**src/rtl/raw_bypass_pkg.sv**
```systemverilog
// Shared types for the bypass controller.
// Assumes a two-bit select on every operand bypass mux.
package raw_bypass_pkg;
    typedef enum logic [1:0] {
        SEL_RF  = 2'b00,
        SEL_EX  = 2'b01,
        SEL_MEM = 2'b10,
        SEL_WB  = 2'b11
    } fwd_sel_e;

    localparam int NUM_PROD = 3;   // producer stages: EX, MEM, WB in that order
    localparam int IDX_EX   = 0;
    localparam int IDX_MEM  = 1;
    localparam int IDX_WB   = 2;
endpackage

```
**src/rtl/hzd_src_match.sv**
```systemverilog
// Compares one source register number against every producer stage.
// A stage hits when its write enable is set, its destination is nonzero,
// and its destination equals the source. Assumes register 0 is hard-wired.
module hzd_src_match
    import raw_bypass_pkg::*;
#(
    parameter int REG_W = 5
) (
    input  logic [REG_W-1:0]    src,
    input  logic [REG_W-1:0]    prod_rd  [NUM_PROD],
    input  logic [NUM_PROD-1:0] prod_wen,
    output logic [NUM_PROD-1:0] hit
);
    localparam logic [REG_W-1:0] ZERO_REG = '0;

    for (genvar s = 0; s < NUM_PROD; s++) begin : g_stage
        // per-stage equality with write-enable and zero-register gating
        always_comb begin
            hit[s] = prod_wen[s] && (prod_rd[s] != ZERO_REG) && (prod_rd[s] == src);
        end
    end
endmodule

```
**src/rtl/hzd_fwd_pick.sv**
```systemverilog
// Turns per-stage hits into a bypass select, youngest producer first.
// When WB_BYPASS is 0 the register file is assumed to write before it reads,
// so the writeback hit is dropped.
module hzd_fwd_pick
    import raw_bypass_pkg::*;
#(
    parameter bit WB_BYPASS = 1'b1
) (
    input  logic [NUM_PROD-1:0] hit,
    output fwd_sel_e            sel
);
    logic wb_hit;

    if (WB_BYPASS) begin : g_wb_on
        assign wb_hit = hit[IDX_WB];
    end else begin : g_wb_off
        assign wb_hit = 1'b0;
    end

    // priority: EX over MEM over WB over register file
    always_comb begin
        if (hit[IDX_EX])       sel = SEL_EX;
        else if (hit[IDX_MEM]) sel = SEL_MEM;
        else if (wb_hit)       sel = SEL_WB;
        else                   sel = SEL_RF;
    end
endmodule

```
**src/rtl/hzd_load_use.sv**
```systemverilog
// Detects a decode instruction that needs the result of a load now in execute.
// A store whose data operand alone matches is exempt: its data is patched in
// the memory stage instead. Assumes the stages below decode always advance.
module hzd_load_use (
    input  logic ex_load_wr,    // EX holds a load that writes a register
    input  logic rs_hit_ex,     // first source matches the EX destination
    input  logic rt_hit_ex,     // second source matches the EX destination
    input  logic rs_used,
    input  logic rt_used,
    input  logic id_is_store,
    output logic stall,
    output logic bubble
);
    logic rs_need;
    logic rt_need;

    // an operand needs the value now unless it is a store's data operand
    always_comb begin
        rs_need = rs_used && rs_hit_ex;
        rt_need = rt_used && rt_hit_ex && !id_is_store;
    end

    // freeze above, no-op below, in the same cycle
    always_comb begin
        stall  = ex_load_wr && (rs_need || rt_need);
        bubble = stall;
    end
endmodule

```
**src/rtl/hzd_store_fwd.sv**
```systemverilog
// Registers the decision to feed a writeback load result into the data of
// the store that follows it. The store is in EX and the load in MEM when the
// decision is taken; both advance one stage by the next edge.
module hzd_store_fwd #(
    parameter int REG_W = 5
) (
    input  logic             clk,
    input  logic             rst_n,
    input  logic             ex_is_store,
    input  logic [REG_W-1:0] ex_rt,
    input  logic             mem_is_load,
    input  logic             mem_wen,
    input  logic [REG_W-1:0] mem_rd,
    output logic             fwd
);
    localparam logic [REG_W-1:0] ZERO_REG = '0;
    logic fwd_next;

    // store data operand produced by the load one stage ahead
    always_comb begin
        fwd_next = ex_is_store && mem_is_load && mem_wen &&
                   (mem_rd != ZERO_REG) && (mem_rd == ex_rt);
    end

    // data-stationary control: select travels with the store into MEM
    always_ff @(posedge clk) begin
        if (!rst_n) fwd <= 1'b0;
        else        fwd <= fwd_next;
    end
endmodule

```
**src/rtl/raw_bypass_ctrl.sv**
```systemverilog
// Top of the dependence and bypass controller. Compares both decode sources
// with the EX, MEM and WB destinations, drives the bypass selects, the
// load-use stall and bubble, and the memory-stage store data bypass.
// Assumes in-order single issue and writebacks only in the last stage.
module raw_bypass_ctrl
    import raw_bypass_pkg::*;
#(
    parameter int REG_W     = 5,
    parameter bit WB_BYPASS = 1'b1
) (
    input  logic             clk,
    input  logic             rst_n,
    input  logic [REG_W-1:0] id_rs,
    input  logic [REG_W-1:0] id_rt,
    input  logic             id_rs_used,
    input  logic             id_rt_used,
    input  logic             id_is_store,
    input  logic [REG_W-1:0] ex_rd,
    input  logic             ex_wen,
    input  logic             ex_is_load,
    input  logic             ex_is_store,
    input  logic [REG_W-1:0] ex_rt,
    input  logic [REG_W-1:0] mem_rd,
    input  logic             mem_wen,
    input  logic             mem_is_load,
    input  logic [REG_W-1:0] wb_rd,
    input  logic             wb_wen,
    output logic [1:0]       fwd_rs_sel,
    output logic [1:0]       fwd_rt_sel,
    output logic             load_stall,
    output logic             id_bubble,
    output logic             mem_store_fwd
);
    localparam int NUM_SRC = 2;

    logic [REG_W-1:0]    prod_rd  [NUM_PROD];
    logic [NUM_PROD-1:0] prod_wen;
    logic [REG_W-1:0]    src      [NUM_SRC];
    logic [NUM_PROD-1:0] hit      [NUM_SRC];
    fwd_sel_e            sel      [NUM_SRC];

    // gather the producer stages in age order, youngest first
    always_comb begin
        prod_rd[IDX_EX]   = ex_rd;
        prod_rd[IDX_MEM]  = mem_rd;
        prod_rd[IDX_WB]   = wb_rd;
        prod_wen[IDX_EX]  = ex_wen;
        prod_wen[IDX_MEM] = mem_wen;
        prod_wen[IDX_WB]  = wb_wen;
        src[0]            = id_rs;
        src[1]            = id_rt;
    end

    for (genvar o = 0; o < NUM_SRC; o++) begin : g_opnd
        hzd_src_match #(.REG_W(REG_W)) u_match (
            .src      (src[o]),
            .prod_rd  (prod_rd),
            .prod_wen (prod_wen),
            .hit      (hit[o])
        );
        hzd_fwd_pick #(.WB_BYPASS(WB_BYPASS)) u_pick (
            .hit (hit[o]),
            .sel (sel[o])
        );
    end

    // drive the select ports
    always_comb begin
        fwd_rs_sel = sel[0];
        fwd_rt_sel = sel[1];
    end

    hzd_load_use u_load_use (
        .ex_load_wr  (ex_is_load && ex_wen),
        .rs_hit_ex   (hit[0][IDX_EX]),
        .rt_hit_ex   (hit[1][IDX_EX]),
        .rs_used     (id_rs_used),
        .rt_used     (id_rt_used),
        .id_is_store (id_is_store),
        .stall       (load_stall),
        .bubble      (id_bubble)
    );

    hzd_store_fwd #(.REG_W(REG_W)) u_store_fwd (
        .clk         (clk),
        .rst_n       (rst_n),
        .ex_is_store (ex_is_store),
        .ex_rt       (ex_rt),
        .mem_is_load (mem_is_load),
        .mem_wen     (mem_wen),
        .mem_rd      (mem_rd),
        .fwd         (mem_store_fwd)
    );
endmodule

```
**config.mk**
```make
export PLATFORM = sky130hd
export DESIGN_NAME = raw_bypass_ctrl
export DESIGN_NICKNAME = d
export VERILOG_FILES = /design/src/rtl/raw_bypass_pkg.sv /design/src/rtl/hzd_src_match.sv /design/src/rtl/hzd_fwd_pick.sv /design/src/rtl/hzd_load_use.sv /design/src/rtl/hzd_store_fwd.sv /design/src/rtl/raw_bypass_ctrl.sv
export SDC_FILE = /design/constraint.sdc
export NUM_CORES = 1
export LEC_CHECK = 0
export BUFFER_PORTS_ARGS = -buffer_cell sky130_fd_sc_hd__buf_2
export CAP_MARGIN = 10
export CORE_MARGIN = 2
export CORE_UTILIZATION = 36
export CTS_BUF_LIST = sky130_fd_sc_hd__clkbuf_8 sky130_fd_sc_hd__clkbuf_16
export CTS_CLUSTER_SIZE = 24
export DETAILED_ROUTE_END_ITERATION = 6
export GPL_TIMING_DRIVEN = 0
export HOLD_SLACK_MARGIN = 0.03
export PLACE_DENSITY = 0.78
export RECOVER_POWER = 25
export SETUP_SLACK_MARGIN = 0.15
export SLEW_MARGIN = 20
export SYNTH_ARGS = -nofsm -noshare
export SYNTH_HDL_FRONTEND = slang
export SYNTH_SLANG_ARGS = --single-unit
```
**constraint.sdc**
```tcl
create_clock -name clk -period 1.73 [get_ports clk]
set_clock_uncertainty 0.15 [all_clocks]
set_input_delay 0.173 -clock clk [delete_from_list [all_inputs] [get_ports clk]]
set_output_delay 0.173 -clock clk [all_outputs]
set_load 0.02 [all_outputs]
```
==> flow_summary.ini, run 1 <==
[sta]
timing_hold_violations_final = 0
whs_ps = 330
setup-tns-final_ps = -183
timing.final.crit_share = 1.05
grt_setup_unrepaired = yes
transition_time_at_the_pin_with_the_least_slew_margin_ps = 300
report.final.setup_viol = 5
final_period_minus_worst_setup_slack_ps = 1810
drv_slew = 0
max_transition_margin = 0.800
setup_ws_post_layout_ps = -79.8
max_freq_mhz = 553

[cells_and_area]
postLayoutCellArea_um2 = 1050
multi_input_comb_area_um2 = 623
area_growth_pct = 99.5
final_nets = 162
antenna_cells = 0
sequential_cell_area_um2 = 20.0
largest_register_ffs = 1
drive_gt1_frac = 0.588
registers.top_by_ff_count = u_store_fwd.fwd
nFillCells = 86
top_regs = u_store_fwd.fwd (1)

[outcome]
failing_checks = negative setup slack
status = finished, violations left

[placed_design]
gpl.final_weighted_congestion = 0.818
dpl-instance-area_um2 = 807
preCtsSetupSlack_ps = -98.2
portbufs = 47

[min_path]
min-delay-path-class = input pin to register
hold_ep = u_store_fwd.fwd$_SDFF_PN0_
hold-path-cell-count = 3
worstHoldStart = mem_is_load

[floorplanning]
floorplan.die_area_um2 = 1790
die_height_um = 42.3
chipWidth_um = 42.3
start_util = 0.396
placeableCoreArea_um2 = 1330
ios = 48
fp_rows = 13

[setup_path]
setup.worst_path.end_class = output pin
critical-path-slowest-cell = sky130_fd_sc_hd__or4_4
cp_cell_sequence = buf_2 -> xor2_1 -> or4_4 -> o22ai_4 -> buf_6 -> buf_6
critical-path-max-stage-delay_ps = 570
path_common_cell = sky130_fd_sc_hd__buf_6
critical_path_buf_inv_count = 3
timing.critical_path.arrival_ps = 1490
timing_worst_setup_path_type = input pin to output pin
data_required_time_of_the_worst_path_ps = 1410
path_delay_family = simple AND/OR/NAND/NOR gates
timing.critical_path.from_type = input pin
path_max_fanout = 3

[clocking]
cts.hold.buffers_added = 0
clk_pin_slew_worst_paths_ps = 0

[yosys]
ys_seq_elements = 1
synth-seq-area-share = 0.0379
netlist-cell-type-count = 16
synthCells = 67
postSynthAreaPerCell_um2 = 7.88
synthesis.area_um2 = 528
yosys_warnings = 0
synth_nets = 108

[job]
cap_violations = 0

[global_route]
antenna_found_initial = 0
globalRouteTotalUtil = 0.263
grt_start_max_net_pins = 5
grt_remaining_overflow = 0
vias_in_the_first_global_route = 769
grt_pass1_wl_mm = 3.71

[drt]
route.detailed.wl_per_inst_um = 17.8
detail_route.wirelength_mm = 2.38
drc = 0
via_count = 761
dr.first_iter.drc_count = 21
route.detailed.vias_per_inst = 5.68
detail-route-antenna-nets = 0
detail_route.first_pass.iterations = 4

[power]
leakage_power_nw = 0.439
power.density_cell_area_nw_per_um2 = 264
ir_drop_mv = 0.140
tightest hold or removal path, stage by stage:
cell and delay [ps]:
sky130_fd_sc_hd__buf_2 110, sky130_fd_sc_hd__nand4_1 100, sky130_fd_sc_hd__nor3_2 40
layer usage:
metal  up-vias  share of wire  GRT usage
li1        354              -          -
met1       359           0.40      0.297
met2        42           0.50      0.465
met4         0          0.025      0.113
met5         -              0          0
met3         6          0.072     0.0603
timing repair:
action                     4_1_cts  5_1_grt
buffers inserted                 4        1
setup endpoints to repair        6        7
resized for setup               36       15
pin swaps                       11        5
kinds of logic after synthesis:
| family | synth area share |
|---|---|
| DFF | 0.0379 |
| xor gates and xnor gates | 0.581 |
| buffers and inverters | 0.0142 |
| and+or+nand+nor | 0.282 |
| AOI/OAI and AO/OA | 0.0853 |
metrics by stage:
stage / utilization / power, mW / instances
floorplan: - / 0.114 / 67
global placement: 0.605 / 0.198 / 129
detailed placement: 0.605 / 0.203 / 129
CTS: 0.740 / 0.248 / 133
global route: 0.790 / 0.293 / 134
finish: 0.790 / 0.278 / 134
layout make-up:
cell class	instances	share of cell area
Sequential cell	1	0.0190
Timing Repair Buffer	52	0.361
Multi-Input combinational cell	65	0.591
Buffer	1	0.0107
Tap cell	15	0.0178
cell usage in the layout (no fill, tap or decap):
cell                        n
sky130_fd_sc_hd__o22ai_4    1
sky130_fd_sc_hd__buf_4      8
sky130_fd_sc_hd__o21a_1     2
sky130_fd_sc_hd__buf_6     14
sky130_fd_sc_hd__or4_1      3
sky130_fd_sc_hd__buf_2     28
sky130_fd_sc_hd__nand4b_1   1
sky130_fd_sc_hd__dfxtp_1    1
sky130_fd_sc_hd__o21ai_4    1
sky130_fd_sc_hd__nor3_2     1
sky130_fd_sc_hd__nand4_1    4
sky130_fd_sc_hd__or4_4      4
sky130_fd_sc_hd__xnor2_2    6
sky130_fd_sc_hd__clkbuf_1   1
sky130_fd_sc_hd__buf_8      2
sky130_fd_sc_hd__nor4_1     2
sky130_fd_sc_hd__xnor2_1   17
sky130_fd_sc_hd__nor4_4     2
sky130_fd_sc_hd__o21ai_2    2
sky130_fd_sc_hd__nand3_1    5
sky130_fd_sc_hd__nor2_2     1
sky130_fd_sc_hd__xor2_1    12
sky130_fd_sc_hd__o21ai_1    1
where the power goes:
part	switching [mW]	internal [mW]
sequential	0.0000124	0.0236
combinational	0.122	0.132
clock	0	0
worst max path at each step:
stage	slack [ps]	endpoint	from	cells after the start
finish	-80	load_stall	id_rt[2]	6
global route	-120	load_stall	ex_rd[3]	7
CTS	-60	load_stall	ex_rd[3]	7
detailed placement	-100	load_stall	ex_rd[3]	7
global placement	-80	load_stall	ex_rd[3]	7
floorplan	130	load_stall	ex_rd[4]	5
cell usage after synthesis (all sizes together):
| cell | count | area share |
|---|---|---|
| buf | 1 | 0.014 |
| nand4b | 1 | 0.017 |
| nor4 | 4 | 0.047 |
| dfxtp | 1 | 0.038 |
| nand4 | 4 | 0.047 |
| o21a | 2 | 0.028 |
| xor2 | 12 | 0.20 |
| nand3 | 5 | 0.047 |
| o22ai | 1 | 0.012 |
| nor2 | 1 | 0.0071 |
| xnor2 | 23 | 0.38 |
| nor3 | 1 | 0.0095 |
| o21ai | 4 | 0.045 |
| or4 | 7 | 0.11 |
(Power assumes the default switching activity.)
==> run 2: changes to the inputs <==
--- a/config.mk
+++ b/config.mk
@@ -5,16 +5,16 @@
 export SDC_FILE = /design/constraint.sdc
 export NUM_CORES = 1
 export LEC_CHECK = 0
+export ABC_AREA = 1
 export BUFFER_PORTS_ARGS = -buffer_cell sky130_fd_sc_hd__buf_2
 export CAP_MARGIN = 10
-export CORE_MARGIN = 2
-export CORE_UTILIZATION = 36
+export CORE_UTILIZATION = 40
 export CTS_BUF_LIST = sky130_fd_sc_hd__clkbuf_8 sky130_fd_sc_hd__clkbuf_16
 export CTS_CLUSTER_SIZE = 24
 export DETAILED_ROUTE_END_ITERATION = 6
 export GPL_TIMING_DRIVEN = 0
 export HOLD_SLACK_MARGIN = 0.03
-export PLACE_DENSITY = 0.78
+export PLACE_DENSITY = 0.79
 export RECOVER_POWER = 25
 export SETUP_SLACK_MARGIN = 0.15
 export SLEW_MARGIN = 20
==> run 2 against run 1 <==
Compared with the run above: setup slack better by 230 ps; cell count rose by 39%; hold slack got worse by 20 ps; critical endpoint unchanged; first-iteration DRC count decreased by 29%; area after synthesis up 27%; sequential cell count is the same; die area rose by 3.1%; largest cell class unchanged; fmax rose by 14%; the run now ends clean; sequential power about the same.
==> flow_summary.ini, run 2 <==
[sta]
transition_time_at_the_pin_with_the_least_slew_margin_ps = 281
setup-tns-final_ps = 0
report.final.setup_viol = 0
timing_hold_violations_final = 0
whs_ps = 310
timing.final.crit_share = 0.915
max_transition_margin = 0.813
final_period_minus_worst_setup_slack_ps = 1580
max_freq_mhz = 632
drv_slew = 0
grt_setup_unrepaired = yes

[drt]
dr.first_iter.drc_count = 15
via_count = 902
detail_route.first_pass.iterations = 4
detail-route-antenna-nets = 0
drc = 0
detail_route.wirelength_mm = 1.95
route.detailed.vias_per_inst = 4.85
route.detailed.wl_per_inst_um = 10.5

[global_route]
grt_pass1_wl_mm = 3.10
vias_in_the_first_global_route = 800
grt_start_max_net_pins = 6
globalRouteTotalUtil = 0.207
grt_remaining_overflow = 0
antenna_found_initial = 0

[setup_path]
setup.worst_path.end_class = output pin
path_max_fanout = 4
setup.worst_path.start = ex_rd[3]
data_required_time_of_the_worst_path_ps = 1410
timing_worst_setup_path_type = input pin to output pin
timing.critical_path.from_type = input pin
timing.critical_path.arrival_ps = 1260

[power]
leakage_power_nw = 0.552
power.combinational.fraction = 0.900
power_mw = 0.237
p_sw_frac = 0.492
power.switching_mw = 0.117
power.clock.fraction = 0
internal_power_mw = 0.120
seq_power_share = 0.100
power.density_cell_area_nw_per_um2 = 246
ir_drop_mv = 0.117

[yosys]
synth_most_common_cell = sky130_fd_sc_hd__nand2_1
yosys_most_used_dff = sky130_fd_sc_hd__dfxtp_1
synth-seq-area-share = 0.0299
postSynthAreaPerCell_um2 = 5.50
post_synth_main_area_contributors = sky130_fd_sc_hd__xor2_1, sky130_fd_sc_hd__nand2_1, sky130_fd_sc_hd__nor2_1, sky130_fd_sc_hd__nand3_1, sky130_fd_sc_hd__xnor2_1
ys_seq_elements = 1
synthCells = 122
postSynth.asyncResetShare = 0
synthesis.area_um2 = 671
synth_nets = 163
synth_enable_flop_cells = 0
netlist-cell-type-count = 21
yosysTopAreaCellShare = 0.209
yosysTopAreaCell = sky130_fd_sc_hd__xor2_1
yosys_warnings = 0
post_synth_most_frequent_cells = sky130_fd_sc_hd__nand2_1, sky130_fd_sc_hd__nor2_1, sky130_fd_sc_hd__xor2_1

[clocking]
cts.hold.buffers_added = 0
clk_pin_slew_worst_paths_ps = 0

[cells_and_area]
antenna_cells = 0
largest_register_ffs = 1
final_nets = 213
layout.cells.most_common_list = sky130_fd_sc_hd__buf_2, sky130_fd_sc_hd__nand2_1, sky130_fd_sc_hd__nor2_1
top_regs = u_store_fwd.fwd (1)
mostFrequentLayoutCell = sky130_fd_sc_hd__buf_2
area_growth_pct = 43.7
drive_gt1_frac = 0.341
postLayoutCellArea_um2 = 963
registers.top_by_ff_count = u_store_fwd.fwd

[placed_design]
hpwlAfterDp_mm = 1.67
gpl.final_weighted_congestion = 0.849
portbufs = 47
dpl-instance-area_um2 = 926

[floorplanning]
placeableCoreArea_um2 = 1540
chipWidth_um = 42.9
die_height_um = 42.9
fp_rows = 14
start_util = 0.435
floorplan.die_area_um2 = 1840
ios = 48

[min_path]
min-delay-path-class = input pin to register
worstHoldStart = mem_wen
hold-path-cell-count = 3

[job]
cap_violations = 0

[outcome]
status = complete, no violations
-- run 2: cell type report --
type	instances	area, µm²
plain buffers	1	7.51
flip-flops and latches	1	20.0
well taps	16	20.0
inverters	19	71.3
repair buffers	48	263
fillers	173	578
multi-input cells	101	582
-- run 2: what timing repair did --
| item | in CTS | in global routing |
|---|---|---|
| setup buffers | 0 | 1 |
| resized for setup | 0 | 14 |
| setup endpoints to repair | 0 | 2 |
-- run 2: worst paths after layout --
| check | endpoint | slack, ps |
|---|---|---|
| setup / recovery | load_stall | 150 |
| hold / removal | u_store_fwd.fwd$_SDFF_PN0_ | 310 |
-- run 2: logic make-up after synthesis --
group	after synthesis	synth area share
simple gates	70	0.465
xor+xnor	23	0.300
compound gates	8	0.0877
flops	1	0.0299
buf+inv	20	0.118
-- run 2: stage by stage --
| stage | instances | utilization | setup slack, ps |
|---|---|---|---|
| after global placement | 185 | 0.601 | 201 |
| final | 186 | 0.625 | 148 |
| after floorplan | 122 | - | 315 |
| after global routing | 186 | 0.625 | 78.1 |
| after detailed placement | 185 | 0.601 | 174 |
| after CTS | 185 | 0.601 | 174 |
-- run 2: worst max-delay path, stage by stage --
cell and delay, ps:
sky130_fd_sc_hd__buf_2 130, sky130_fd_sc_hd__nand2_1 70, sky130_fd_sc_hd__nand2_1 50, sky130_fd_sc_hd__nor2_1 90, sky130_fd_sc_hd__nand2_1 70, sky130_fd_sc_hd__nor2_2 180, sky130_fd_sc_hd__nand3_2 110, sky130_fd_sc_hd__a21oi_2 160
sky130_fd_sc_hd__buf_4 120, sky130_fd_sc_hd__buf_6 100
-- run 2: power groups by stage --
stage	Sequential, mW	Clock (mW)	Combinational, mW
3_3_place_gp	0.0236	0	0.196
4_1_cts	0.0236	0	0.205
6_report	0.0236	0	0.213
5_1_grt	0.0236	0	0.237
3_5_place_dp	0.0236	0	0.204
2_1_floorplan	0.0238	0	0.110
-- run 2: layer usage --
metal  GRT usage  vias up  routed length (µm)
met3      0.0170        0                  66
met2       0.415       21                1070
met5           0        -                   0
li1            -      480                   -
met4     0.00606        0                   0
met1       0.246      401                 810
==> run 3: changes to the inputs <==
--- a/config.mk
+++ b/config.mk
@@ -14,7 +14,7 @@
 export DETAILED_ROUTE_END_ITERATION = 6
 export GPL_TIMING_DRIVEN = 0
 export HOLD_SLACK_MARGIN = 0.03
-export PLACE_DENSITY = 0.79
+export PLACE_DENSITY_LB_ADDON = 0.15
 export RECOVER_POWER = 25
 export SETUP_SLACK_MARGIN = 0.15
 export SLEW_MARGIN = 20
==> run 3 against run 2 <==
Compared with the run above: fmax increased by 5.6%; cell count stayed put; first-iteration DRC count stayed put; critical endpoint is now fwd_rt_sel[1]; highest routed layer unchanged; sequential power about the same; global-route usage is 0.35 points higher; total power shrank 1.5%; via count grew 0.44%.
==> flow_summary.ini, run 3 (synthesized netlist as in run 2, its figures left out) <==
[outcome]
status = complete, no violations

[global_route]
grt_remaining_overflow = 0
grt_start_max_net_pins = 6
grt_pass1_wl_mm = 3.18
vias_in_the_first_global_route = 839
globalRouteTotalUtil = 0.210
antenna_found_initial = 0

[drt]
detail-route-antenna-nets = 0
via_count = 906
route.detailed.wl_per_inst_um = 9.88
route.detailed.vias_per_inst = 4.87
dr.first_iter.drc_count = 15
detail_route.first_pass.iterations = 4
drc = 0
detail_route.wirelength_mm = 1.84

[cells_and_area]
top_regs = u_store_fwd.fwd (1)
drive_gt1_frac = 0.318
antenna_cells = 0
largest_register_ffs = 1
area_growth_pct = 42.4
layout.cells.most_common_list = sky130_fd_sc_hd__buf_2, sky130_fd_sc_hd__nand2_1, sky130_fd_sc_hd__nor2_1
postLayoutCellArea_um2 = 955
final_nets = 213
mostFrequentLayoutCell = sky130_fd_sc_hd__buf_2
registers.top_by_ff_count = u_store_fwd.fwd

[setup_path]
critical-path-slowest-cell = sky130_fd_sc_hd__buf_2
data_required_time_of_the_worst_path_ps = 1410
timing.critical_path.arrival_ps = 1170
cp_cell_sequence = buf_2 -> inv_1 -> nand2_1 -> nand2_1 -> nor2_1 -> nand2_1 -> nor2_2 -> buf_4 -> nand2_1 -> a21boi_1 -> buf_2
crit_end = fwd_rt_sel[1]
timing.critical_path.from_type = input pin
setup.worst_path.end_class = output pin
setup.worst_path.start = ex_rd[1]
critical-path-max-stage-delay_ps = 180
path_common_cell = sky130_fd_sc_hd__nand2_1
path_max_fanout = 4
timing_worst_setup_path_type = input pin to output pin

[power]
ir_drop_mv = 0.141
power.density_cell_area_nw_per_um2 = 244
leakage_power_nw = 0.554
power_mw = 0.233

[sta]
setup-tns-final_ps = 0
max_freq_mhz = 668
max_transition_margin = 0.826
final_period_minus_worst_setup_slack_ps = 1500
grt_setup_unrepaired = no
drv_slew = 0
transition_time_at_the_pin_with_the_least_slew_margin_ps = 262
timing_hold_violations_final = 0
timing.final.crit_share = 0.866
report.final.setup_viol = 0

[placed_design]
gpl.final_weighted_congestion = 0.784
dpl-instance-area_um2 = 926
hpwlAfterDp_mm = 1.63
portbufs = 47

[floorplanning]
die_height_um = 42.9
fp_rows = 14
chipWidth_um = 42.9
floorplan.die_area_um2 = 1840
start_util = 0.435
placeableCoreArea_um2 = 1540
ios = 48

[clocking]
cts.hold.buffers_added = 0
clk_pin_slew_worst_paths_ps = 0

[min_path]
min-delay-path-class = input pin to register

[job]
cap_violations = 0
[run 3: changes by cell type in the layout (fill, tap and decap cells not counted)]
| cell | before | now |
|---|---|---|
| sky130_fd_sc_hd__buf_4 | 6 | 4 |
| sky130_fd_sc_hd__nor2_1 | 19 | 20 |
| sky130_fd_sc_hd__inv_2 | 5 | 4 |
| sky130_fd_sc_hd__nand2_2 | 1 | 0 |
| sky130_fd_sc_hd__nand3_1 | 12 | 13 |
| sky130_fd_sc_hd__nand3_2 | 1 | 0 |
| sky130_fd_sc_hd__inv_1 | 14 | 15 |
| sky130_fd_sc_hd__nand2_1 | 28 | 29 |
| sky130_fd_sc_hd__buf_2 | 39 | 40 |
| sky130_fd_sc_hd__buf_6 | 2 | 3 |
| sky130_fd_sc_hd__nor2_2 | 2 | 1 |
[run 3: layout make-up]
type | instances | area, µm²
Sequential cell | 1 | 20.0
Inverter | 19 | 71.3
Tap cell | 16 | 20.0
Multi-Input combinational cell | 101 | 572
Fill cell | 163 | 587
Timing Repair Buffer | 48 | 264
Buffer | 1 | 7.51
[run 3: worst max-delay path, delay by kind of cell]
family	cells	cell delay, ps
buffers and inverters	4	500
and+or+nand+nor	6	330
AOI/OAI and AO/OA	1	170
[run 3: how the worst min path moves through the flow]
| stage | start | endpoint | slack, ps | depth (start not counted) |
|---|---|---|---|---|
| 6_report | mem_wen | u_store_fwd.fwd$_SDFF_PN0_ | 310 | 3 |
| 5_1_grt | mem_wen | u_store_fwd.fwd$_SDFF_PN0_ | 340 | 3 |
| 4_1_cts | mem_wen | u_store_fwd.fwd$_SDFF_PN0_ | 310 | 3 |
| 3_5_place_dp | mem_wen | u_store_fwd.fwd$_SDFF_PN0_ | 310 | 3 |
| 3_3_place_gp | mem_wen | u_store_fwd.fwd$_SDFF_PN0_ | 300 | 3 |
| 2_1_floorplan | mem_wen | u_store_fwd.fwd$_SDFF_PN0_ | 190 | 2 |
[run 3: what timing repair did]
item | CTS | global route
endpoints found under the setup margin | 0 | 1
gates resized for setup | 0 | 10
setup buffers | 0 | 1
[run 3: metal layers]
layer / vias up / GRT usage / part of all wire
li1: 479 / - / -
met1: 402 / 0.256 / 0.44
met2: 25 / 0.427 / 0.52
met3: 0 / 0.00426 / 0.040
met4: 0 / 0 / 0
met5: - / 0 / 0
[run 3: metrics by stage]
stage                     hold WS, ps  utilization  instances  setup slack, ps
after floorplan                   189            -        122              315
after global placement            305        0.601        185              200
after detailed placement          307        0.601        185              190
after CTS                         309        0.601        185              192
after global routing              342        0.619        186              109
final                             308        0.619        186              232
[run 3: where the power goes]
part	internal (mW)	total (mW)	switching [mW]	leakage [nW]
clock	0	0	0	0
sequential	0.0236	0.0236	0.0000200	0.00805
combinational	0.0963	0.209	0.113	0.546
total	0.120	0.233	0.113	0.554
